### config.mk
export PLATFORM = sky130hd
export DESIGN_NAME = periodic_irq_timer
export DESIGN_NICKNAME = d
export VERILOG_FILES = /design/src/rtl/pit_pkg.sv /design/src/rtl/pit_prescaler.sv /design/src/rtl/pit_channel.sv /design/src/rtl/pit_regs.sv /design/src/rtl/periodic_irq_timer.sv
export SDC_FILE = /design/constraint.sdc
export NUM_CORES = 1
export LEC_CHECK = 0
export BUFFER_PORTS_ARGS = -buffer_cell sky130_fd_sc_hd__buf_4
export CORE_ASPECT_RATIO = 0.7
export CORE_MARGIN = 2
export CORE_UTILIZATION = 60
export CTS_CLUSTER_DIAMETER = 150
export DETAILED_ROUTE_END_ITERATION = 8
export PLACE_DENSITY = 0.77
export SETUP_SLACK_MARGIN = 0.1
export SLEW_MARGIN = 25
export SYNTH_ARGS = -nofsm -noshare
export SYNTH_HDL_FRONTEND = slang
export SYNTH_SLANG_ARGS = --single-unit
### constraint.sdc
create_clock -name clk_i -period 5.3 [get_ports clk_i]
set_input_delay 1.06 -clock clk_i [delete_from_list [all_inputs] [get_ports clk_i]]
set_output_delay 1.06 -clock clk_i [all_outputs]
set_load 0.01 [all_outputs]
### src/rtl/pit_pkg.sv
package pit_pkg;
  localparam int unsigned NUM_CH   = 8;
  localparam int unsigned NUM_BASE = 2;
  localparam int unsigned CNT_W    = 16;
  localparam int unsigned PRE_W    = 8;
  localparam int unsigned DATA_W   = 8;
  localparam int unsigned ADDR_W   = 5;
  localparam int unsigned LD_BYTES = CNT_W / DATA_W;

  localparam int unsigned A_CTRL  = 0;
  localparam int unsigned A_CHEN  = 1;
  localparam int unsigned A_SEL   = 2;
  localparam int unsigned A_IRQEN = 4;
  localparam int unsigned A_FLAG  = 5;
  localparam int unsigned A_PRE   = 6;
  localparam int unsigned A_CHLD  = 8;
endpackage

### src/rtl/pit_prescaler.sv
module pit_prescaler #(
  parameter int unsigned W = pit_pkg::PRE_W
) (
  input  logic         clk_i,
  input  logic         rst_ni,
  input  logic         en_i,
  input  logic [W-1:0] load_i,
  output logic         tick_o
);
  logic [W-1:0] cnt_q;

  assign tick_o = en_i && (cnt_q == '0);

  always_ff @(posedge clk_i or negedge rst_ni) begin
    if (!rst_ni)      cnt_q <= '0;
    else if (!en_i)   cnt_q <= load_i;
    else if (tick_o)  cnt_q <= load_i;
    else              cnt_q <= cnt_q - 1'b1;
  end


  tick_reload_chk: assert property (@(posedge clk_i) disable iff (!rst_ni)
    tick_o |=> cnt_q == $past(load_i));

  pre_dec_chk: assert property (@(posedge clk_i) disable iff (!rst_ni)
    (en_i && !tick_o) |=> cnt_q == $past(cnt_q) - 1'b1);
endmodule

### src/rtl/pit_channel.sv
module pit_channel #(
  parameter int unsigned W = pit_pkg::CNT_W
) (
  input  logic         clk_i,
  input  logic         rst_ni,
  input  logic         run_i,
  input  logic         tick_i,
  input  logic [W-1:0] load_i,
  output logic         expire_o
);
  logic [W-1:0] cnt_q;

  assign expire_o = run_i && tick_i && (cnt_q == '0);

  always_ff @(posedge clk_i or negedge rst_ni) begin
    if (!rst_ni)                cnt_q <= '0;
    else if (!run_i)            cnt_q <= load_i;
    else if (tick_i) begin
      if (cnt_q == '0)          cnt_q <= load_i;
      else                      cnt_q <= cnt_q - 1'b1;
    end
  end


  hold_chk: assert property (@(posedge clk_i) disable iff (!rst_ni)
    !run_i |=> cnt_q == $past(load_i));

  expire_reload_chk: assert property (@(posedge clk_i) disable iff (!rst_ni)
    expire_o |=> cnt_q == $past(load_i));

  idle_stable_chk: assert property (@(posedge clk_i) disable iff (!rst_ni)
    (run_i && !tick_i) |=> $stable(cnt_q));
endmodule

### src/rtl/pit_regs.sv
module pit_regs
  import pit_pkg::*;
#(
  parameter int unsigned N  = NUM_CH,
  parameter int unsigned NB = NUM_BASE,
  parameter int unsigned PW = PRE_W,
  parameter int unsigned CW = CNT_W,
  parameter int unsigned DW = DATA_W,
  parameter int unsigned AW = ADDR_W
) (
  input  logic                 clk_i,
  input  logic                 rst_ni,
  input  logic                 we_i,
  input  logic [AW-1:0]        addr_i,
  input  logic [DW-1:0]        wdata_i,
  output logic [DW-1:0]        rdata_o,
  input  logic [N-1:0]         expire_i,
  output logic                 glob_en_o,
  output logic [N-1:0]         ch_en_o,
  output logic [N-1:0]         sel_o,
  output logic [N-1:0]         irq_o,
  output logic [NB-1:0][PW-1:0] pre_load_o,
  output logic [N-1:0][CW-1:0]  ch_load_o
);
  localparam int unsigned NBY = CW / DW;

  logic                  glob_en_q;
  logic [N-1:0]          ch_en_q, sel_q, irq_en_q, flags_q, clr_mask;
  logic [NB-1:0][PW-1:0] pre_q;
  logic [N-1:0][CW-1:0]  ld_q;

  assign clr_mask = (we_i && addr_i == AW'(A_FLAG)) ? wdata_i[N-1:0] : '0;

  always_ff @(posedge clk_i or negedge rst_ni) begin
    if (!rst_ni) begin
      glob_en_q <= 1'b0;
      ch_en_q   <= '0;
      sel_q     <= '0;
      irq_en_q  <= '0;
      flags_q   <= '0;
      pre_q     <= '0;
      ld_q      <= '0;
    end else begin
      // hardware set wins over a same-cycle clear
      flags_q <= (flags_q & ~clr_mask) | expire_i;
      if (we_i) begin
        if (addr_i == AW'(A_CTRL))  glob_en_q <= wdata_i[0];
        if (addr_i == AW'(A_CHEN))  ch_en_q   <= wdata_i[N-1:0];
        if (addr_i == AW'(A_SEL))   sel_q     <= wdata_i[N-1:0];
        if (addr_i == AW'(A_IRQEN)) irq_en_q  <= wdata_i[N-1:0];
        for (int k = 0; k < NB; k++)
          if (addr_i == AW'(A_PRE + k)) pre_q[k] <= wdata_i[PW-1:0];
        for (int i = 0; i < N; i++)
          for (int b = 0; b < NBY; b++)
            if (addr_i == AW'(A_CHLD + i*NBY + b)) ld_q[i][b*DW +: DW] <= wdata_i;
      end
    end
  end

  always_comb begin
    rdata_o = '0;
    case (addr_i)
      AW'(A_CTRL):  rdata_o = {{(DW-1){1'b0}}, glob_en_q};
      AW'(A_CHEN):  rdata_o = DW'(ch_en_q);
      AW'(A_SEL):   rdata_o = DW'(sel_q);
      AW'(A_IRQEN): rdata_o = DW'(irq_en_q);
      AW'(A_FLAG):  rdata_o = DW'(flags_q);
      default:      rdata_o = '0;
    endcase
    for (int k = 0; k < NB; k++)
      if (addr_i == AW'(A_PRE + k)) rdata_o = DW'(pre_q[k]);
    for (int i = 0; i < N; i++)
      for (int b = 0; b < NBY; b++)
        if (addr_i == AW'(A_CHLD + i*NBY + b)) rdata_o = ld_q[i][b*DW +: DW];
  end

  assign glob_en_o  = glob_en_q;
  assign ch_en_o    = ch_en_q;
  assign sel_o      = sel_q;
  assign pre_load_o = pre_q;
  assign ch_load_o  = ld_q;
  assign irq_o      = flags_q & irq_en_q;


  set_wins_chk: assert property (@(posedge clk_i) disable iff (!rst_ni)
    (|expire_i) |=> (flags_q & $past(expire_i)) == $past(expire_i));

  flag_keep_chk: assert property (@(posedge clk_i) disable iff (!rst_ni)
    1'b1 |=> (flags_q & $past(flags_q & ~clr_mask)) == $past(flags_q & ~clr_mask));

  irq_needs_flag_chk: assert property (@(posedge clk_i) disable iff (!rst_ni)
    (irq_o & ~flags_q) == '0);
endmodule

### src/rtl/periodic_irq_timer.sv
module periodic_irq_timer
  import pit_pkg::*;
#(
  parameter int unsigned N  = NUM_CH,
  parameter int unsigned NB = NUM_BASE,
  parameter int unsigned PW = PRE_W,
  parameter int unsigned CW = CNT_W,
  parameter int unsigned DW = DATA_W,
  parameter int unsigned AW = ADDR_W
) (
  input  logic          clk_i,
  input  logic          rst_ni,
  input  logic          reg_we_i,
  input  logic [AW-1:0] reg_addr_i,
  input  logic [DW-1:0] reg_wdata_i,
  output logic [DW-1:0] reg_rdata_o,
  output logic [N-1:0]  irq_o
);
  logic                  glob_en;
  logic [N-1:0]          ch_en, sel, expire;
  logic [NB-1:0]         tick;
  logic [NB-1:0][PW-1:0] pre_load;
  logic [N-1:0][CW-1:0]  ch_load;

  pit_regs #(.N(N), .NB(NB), .PW(PW), .CW(CW), .DW(DW), .AW(AW)) i_regs (
    .clk_i, .rst_ni,
    .we_i       (reg_we_i),
    .addr_i     (reg_addr_i),
    .wdata_i    (reg_wdata_i),
    .rdata_o    (reg_rdata_o),
    .expire_i   (expire),
    .glob_en_o  (glob_en),
    .ch_en_o    (ch_en),
    .sel_o      (sel),
    .irq_o      (irq_o),
    .pre_load_o (pre_load),
    .ch_load_o  (ch_load)
  );

  for (genvar k = 0; k < NB; k++) begin : g_pre
    pit_prescaler #(.W(PW)) i_pre (
      .clk_i, .rst_ni,
      .en_i   (glob_en),
      .load_i (pre_load[k]),
      .tick_o (tick[k])
    );
  end

  for (genvar i = 0; i < N; i++) begin : g_ch
    pit_channel #(.W(CW)) i_ch (
      .clk_i, .rst_ni,
      .run_i    (glob_en && ch_en[i]),
      .tick_i   (tick[sel[i]]),
      .load_i   (ch_load[i]),
      .expire_o (expire[i])
    );
  end


  no_expire_idle_chk: assert property (@(posedge clk_i) disable iff (!rst_ni)
    !glob_en |-> expire == '0);
endmodule

# Word level (Yosys, flattened, before mapping)
# Cells that the tools add are included.
# word_totals
ff_bits	321
latch_bits	0
ramBits	0
mem_bits_ro	0
input_bits	16
output_inout_bits	16
wordCells	209
memories	0
# classes
addsub	10
multipliers	0
div	0
n_lt_le_gt_ge	8
n_eq_ne	30
shift	0
n_mux	64
n_bitwise	4
n_reduce_logical	60
# ops
op	count
$mux W16	24
$mux W8	23
$logic_not A16 Y1	8
$sub A16 B1 Y16 const B	8
$reduce_and A2 Y1	22
$eq A5 B4 Y1 const B	8
$eq A5 B5 Y1 const B	8
$pmux W8 S5	1
$logic_and A1 B1 Y1	27
$eq A5 B3 Y1 const B	4
$and A8 B8 Y8	2
$logic_not A8 Y1	2
$lt A1 B2 Y1 const B	8
$mux W1	16
$ne A2 B2 Y1 const B	8
$sub A8 B1 Y8 const B	2
$not A8 Y8	1
$or A8 B8 Y8	1
$eq A5 B1 Y1 const B	1
$eq A5 B2 Y1 const B	1
$logic_not A5 Y1	1

# Longest topological paths before layout
# depth
word_depth	20
ltp_mapped	11
mapped_depth_nobuf	8

# Cells and area by module
# Synthesis repeated with hierarchy kept, for this count alone.
# hier_totals
hier_cells	1983
area_unflattened_um2	19706.4
# modules_own_cells
module	instances	cells_each	area_each_um2	seq_area_each_um2
pit_regs	1	737	8678.3	4429.2
pit_channel at g_ch[0].i_ch ...	6	143	1266.2	400.4
pit_channel at g_ch[6].i_ch ...	2	138	1187.4	400.4
pit_prescaler	2	48	457.9	200.2
periodic_irq_timer	1	16	140.1	0.0

# Worst setup path before layout
# OpenSTA, ideal clock, no wires.
# synth_timing
path_type	input -> output
startpoint	input port reg_addr_i[2]
endpoint	output port reg_rdata_o[5]
arrival_ns	2.625
required_time_ns	4.240
setup_slack_ns	1.615
path_stages	8
n_path_buf	2
cell_sequence	clkbuf_1 -> buf_2 -> nand2_1 -> nor2_1 -> o21ai_0 -> a21oi_1 -> nor3_1 -> o31ai_1
# synth_via
elab_chain_len	20
elab_cells_between_ends	42
cone_classes	22 x eq/ne; 19 x mux; 1 x reduce/logical
# synth_rtl
element	line	source
from (decl)	periodic_irq_timer.sv:14	input logic [AW-1:0] reg_addr_i,
$eq A5 B3 Y1 (tied with other cells)	pit_regs.sv:62	case (addr_i)
$pmux W8 S5	pit_regs.sv:62	
$mux W8 (2 in series)	pit_regs.sv:71	if (addr_i == AW'(A_PRE + k)) rdata_o = DW'(pre_q[k]);
$mux W8 (15 in series)	pit_regs.sv:74	if (addr_i == AW'(A_CHLD + i*NBY + b)) rdata_o = ld_q[i][b*DW +: DW];
$mux W8 *	pit_regs.sv:74	
to (decl)	periodic_irq_timer.sv:16	output logic [DW-1:0] reg_rdata_o,
# Mark *: on every way between the ends. The rest lies on a longest branch, timed or not.

# Worst setup path in the final report
# layout_timing
startpoint	input port reg_addr_i[1]
endpoint	output port reg_rdata_o[3]
# The elaborated chain is that of the path after synthesis.

==> key figures <==
Setup path
  – Critical Path End Type: output port
  – CP arrival: 3440 ps
  – Startpoint Class: primary input
  – Worst path required time: 4240 ps
  – Critical path class: in -> out
  – CP Max Fanout: 54

Global routing
  – Initial antenna violation count: 2
  – Total GRT Usage: 36.3%
  – Grt ovf: 0
  – Largest net degree at the start of global routing: 131
  – Vias in the first global route: 14715
  – First-pass GRT wire length: 87700 um

Routing
  – DR pass1 iterations: 6
  – DRC violations left: 0
  – Post-route ant nets: 0
  – Detailed Route Iter0 Violations: 1955
  – Final WL: 56600 um
  – Wirelength per Cell: 24.4 um
  – DR vias/cell: 6.83
  – Via count: 15812

STA
  – Min Tclk post-route: 4500 ps
  – Setup_tns: 0 ps
  – Worst Tran Pin Value: 1010 ps
  – Final hold vios: 0
  – Max Clock Freq: 222 MHz
  – Rel. slew slack: 32.7%
  – Hold slack final: 485 ps
  – Post-route setup slack: 802 ps
  – # setup viols final: 0
  – Slew Viols, Final: 0
  – RSZ-0062 raised after global routing: false
  – Worst Skew: 19.1 ps
  – Final period util: 84.9%

Cells and area
  – Design area: 19700 um2
  – Multi-input logic area: 9400 um2
  – Area growth syn-to-layout: 8.65%
  – Post-layout util: 65.9%
  – Share of cells above drive strength 1: 17.0%
  – Fill cells: 2393
  – Seq. cell area: 8030 um2
  – Final net count: 1939

CTS
  – Setup bufs post-CTS: 0
  – PostCTS Resize Cnt: 0
  – Num CTS Buffers: 35
  – H-tree levels: 2
  – Hold buffers post-CTS: 0
  – Maximum clock insertion buffer count: 3
  – # clock sinks: 321
  – Root buffer cell: clkbuf_16
  – Clk slew on worst S/H paths: 60 ps
  – Clock latency at the later pin of the worst-skew pair: 540 ps
  – CTS tree: built

Place
  – Dpl hpwl: 38600 um
  – IO buf count: 31
  – Routability cong.: 1.02
  – Setup WS pre-CTS: 874 ps
  – Placed Area: 18400 um2

Logic synthesis
  – Synthesized area: 18100 um2
  – Distinct cell type count of the synthesized netlist: 86
  – Yosys Warn Count: 0
  – Synthesis-stage register bit count: 321
  – Ys flop type: dfrtp_1
  – Synthesized Nets: 1972
  – Mean area per synthesized cell: 9.34 um2
  – Post-synth EDFFs: 0
  – Sequential area share after synthesis: 44.4%
  – Post-Syn Instances: 1938
  – Post-synth ARST share: 100%

Floorplanning
  – Die W: 212 um
  – Row cnt: 53
  – Starting Density: 60.7%
  – IO Count: 32
  – Die area: 31600 um2
  – Core box area: 29800 um2
  – Chip height: 149 um

Power
  – Lkg Pwr: 8.19 nW
  – Worst VDD drop: 0.271 mV
  – Internal Dissipation: 5.69 mW
  – Combinational power share: 28.4%
  – Switching Fraction: 37.4%
  – Power Density: 462 nW/um2
  – Sequential power share: 42.9%
  – Clock power share: 28.7%
  – Net Sw Power: 3.39 mW

Worst hold path
  – Worst hold path class: reg -> reg

Run
  – Max-cap violations: 0

Run status
  – Outcome: finished clean
-- layer usage --
layer	up-vias	share of wire, %	global-route usage, %
li1	7055	-	-
met1	7834	46	55.5
met2	800	42	51.0
met3	121	10	8.99
met4	2	2.6	10.0
met5	-	0.023	0
-- synthesized netlist by cell type, drive strengths merged, types with 15 or more instances --
cell	number	area share, %
a21oi	204	5.7
a31oi	17	0.59
and2	21	0.73
buf	68	2.1
clkbuf	51	1.1
dfrtp	321	44
ha	18	1.2
inv	36	0.75
mux2	170	11
mux2i	29	1.6
nand2	166	3.4
nand2b	15	0.52
nand3	35	0.97
nand4	16	0.55
nor2	165	3.5
nor3	90	2.8
nor4	38	1.5
o21ai	211	5.8
o22ai	20	0.69
-- registers in the layout, indices dropped and copies added (netlist names) --
register           count
g_ch.i_ch.cnt_q      128
g_pre.i_pre.cnt_q     16
i_regs.ch_en_o         8
i_regs.ch_load_o     128
i_regs.flags_q         8
i_regs.glob_en_o       1
i_regs.irq_en_q        8
i_regs.pre_load_o     16
i_regs.sel_o           8
-- worst max-delay path: stages --
cell,delay [ps]
buf_4,470
and2_1,440
buf_4,260
nand2_1,130
o22a_1,220
o32ai_1,120
a21oi_1,110
or3_1,410
buf_4,180
-- kinds of logic after synthesis --
group	synth area share, %
adder cells (fa/ha/maj)	1.24
flip-flops	44.4
AO/OA/AOI/OAI	19.3
XOR/XNOR	0.581
multiplexers	12.8
AND/OR/NAND/NOR	17.8
buffers and inverters	3.97
-- power by group through the flow --
stage          Combinational (mW)  Clock (mW)  Sequential, mW
2_1_floorplan                1.94           0            3.58
3_3_place_gp                 2.40           0            3.87
3_5_place_dp                 2.50           0            3.89
4_1_cts                      2.52        2.61            3.86
5_1_grt                      2.85        2.73            3.97
6_report                     2.58        2.61            3.90
-- worst paths after layout --
check                                      startpoint                      to  slack [ps]  cells past startpoint
worst max-delay path                    reg_addr_i[1]          reg_rdata_o[3]         800                      9
min in group asynchronous                      rst_ni    i_regs.ch_load_o[20]         500                      1
worst min register to register  g_ch[5].i_ch.cnt_q[8]   g_ch[5].i_ch.cnt_q[8]         490                      1
max in group asynchronous                      rst_ni  g_ch[5].i_ch.cnt_q[12]        3690                      2
worst min-delay path            g_ch[5].i_ch.cnt_q[8]   g_ch[5].i_ch.cnt_q[8]         490                      1
worst max register to register  g_ch[6].i_ch.cnt_q[6]  g_ch[6].i_ch.cnt_q[11]        2410                      5
-- metrics by stage --
step                      total power [mW]  std cells
after floorplan                       5.52       1938
after global placement                6.27       2252
after detailed placement              6.39       2252
after CTS                             8.99       2314
after global routing                  9.55       2315
final                                 9.08       2316
-- cell type report --
cell class                 instances  area share, %
clock buffer                      56           5.63
clock inverter                     6          0.547
inverter                          37          0.706
timing repair buffer              49           2.05
sequential                       321           40.8
antenna                            1         0.0127
tap                              385           2.45
multi-input combinational       1461           47.8
-- placed cells by master, fill, tap and decap left out, types with 6 or more instances in the layout --
cell,n
clkbuf_16,37
a21oi_1,202
and3_1,12
o21ai_0,190
nand3b_1,6
nor3b_1,14
ha_1,18
o22ai_1,20
o21ai_1,21
a221o_1,6
a31oi_1,16
xnor2_1,8
and2_1,21
o21a_1,9
mux2_2,170
nand2_1,166
inv_1,36
buf_4,45
mux2i_1,29
nor4_1,34
nor3_1,84
nand3_1,35
or3_1,14
nor2_1,157
clkbuf_8,11
a211oi_1,11
o211ai_1,7
nor2b_1,12
dfrtp_1,321
o31ai_1,10
a21o_1,14
nand2b_1,15
or4_1,8
o22a_1,10
a211o_1,6
clkbuf_1,8
nand4_1,16
nor2_2,8
(Power assumes the default switching activity.)
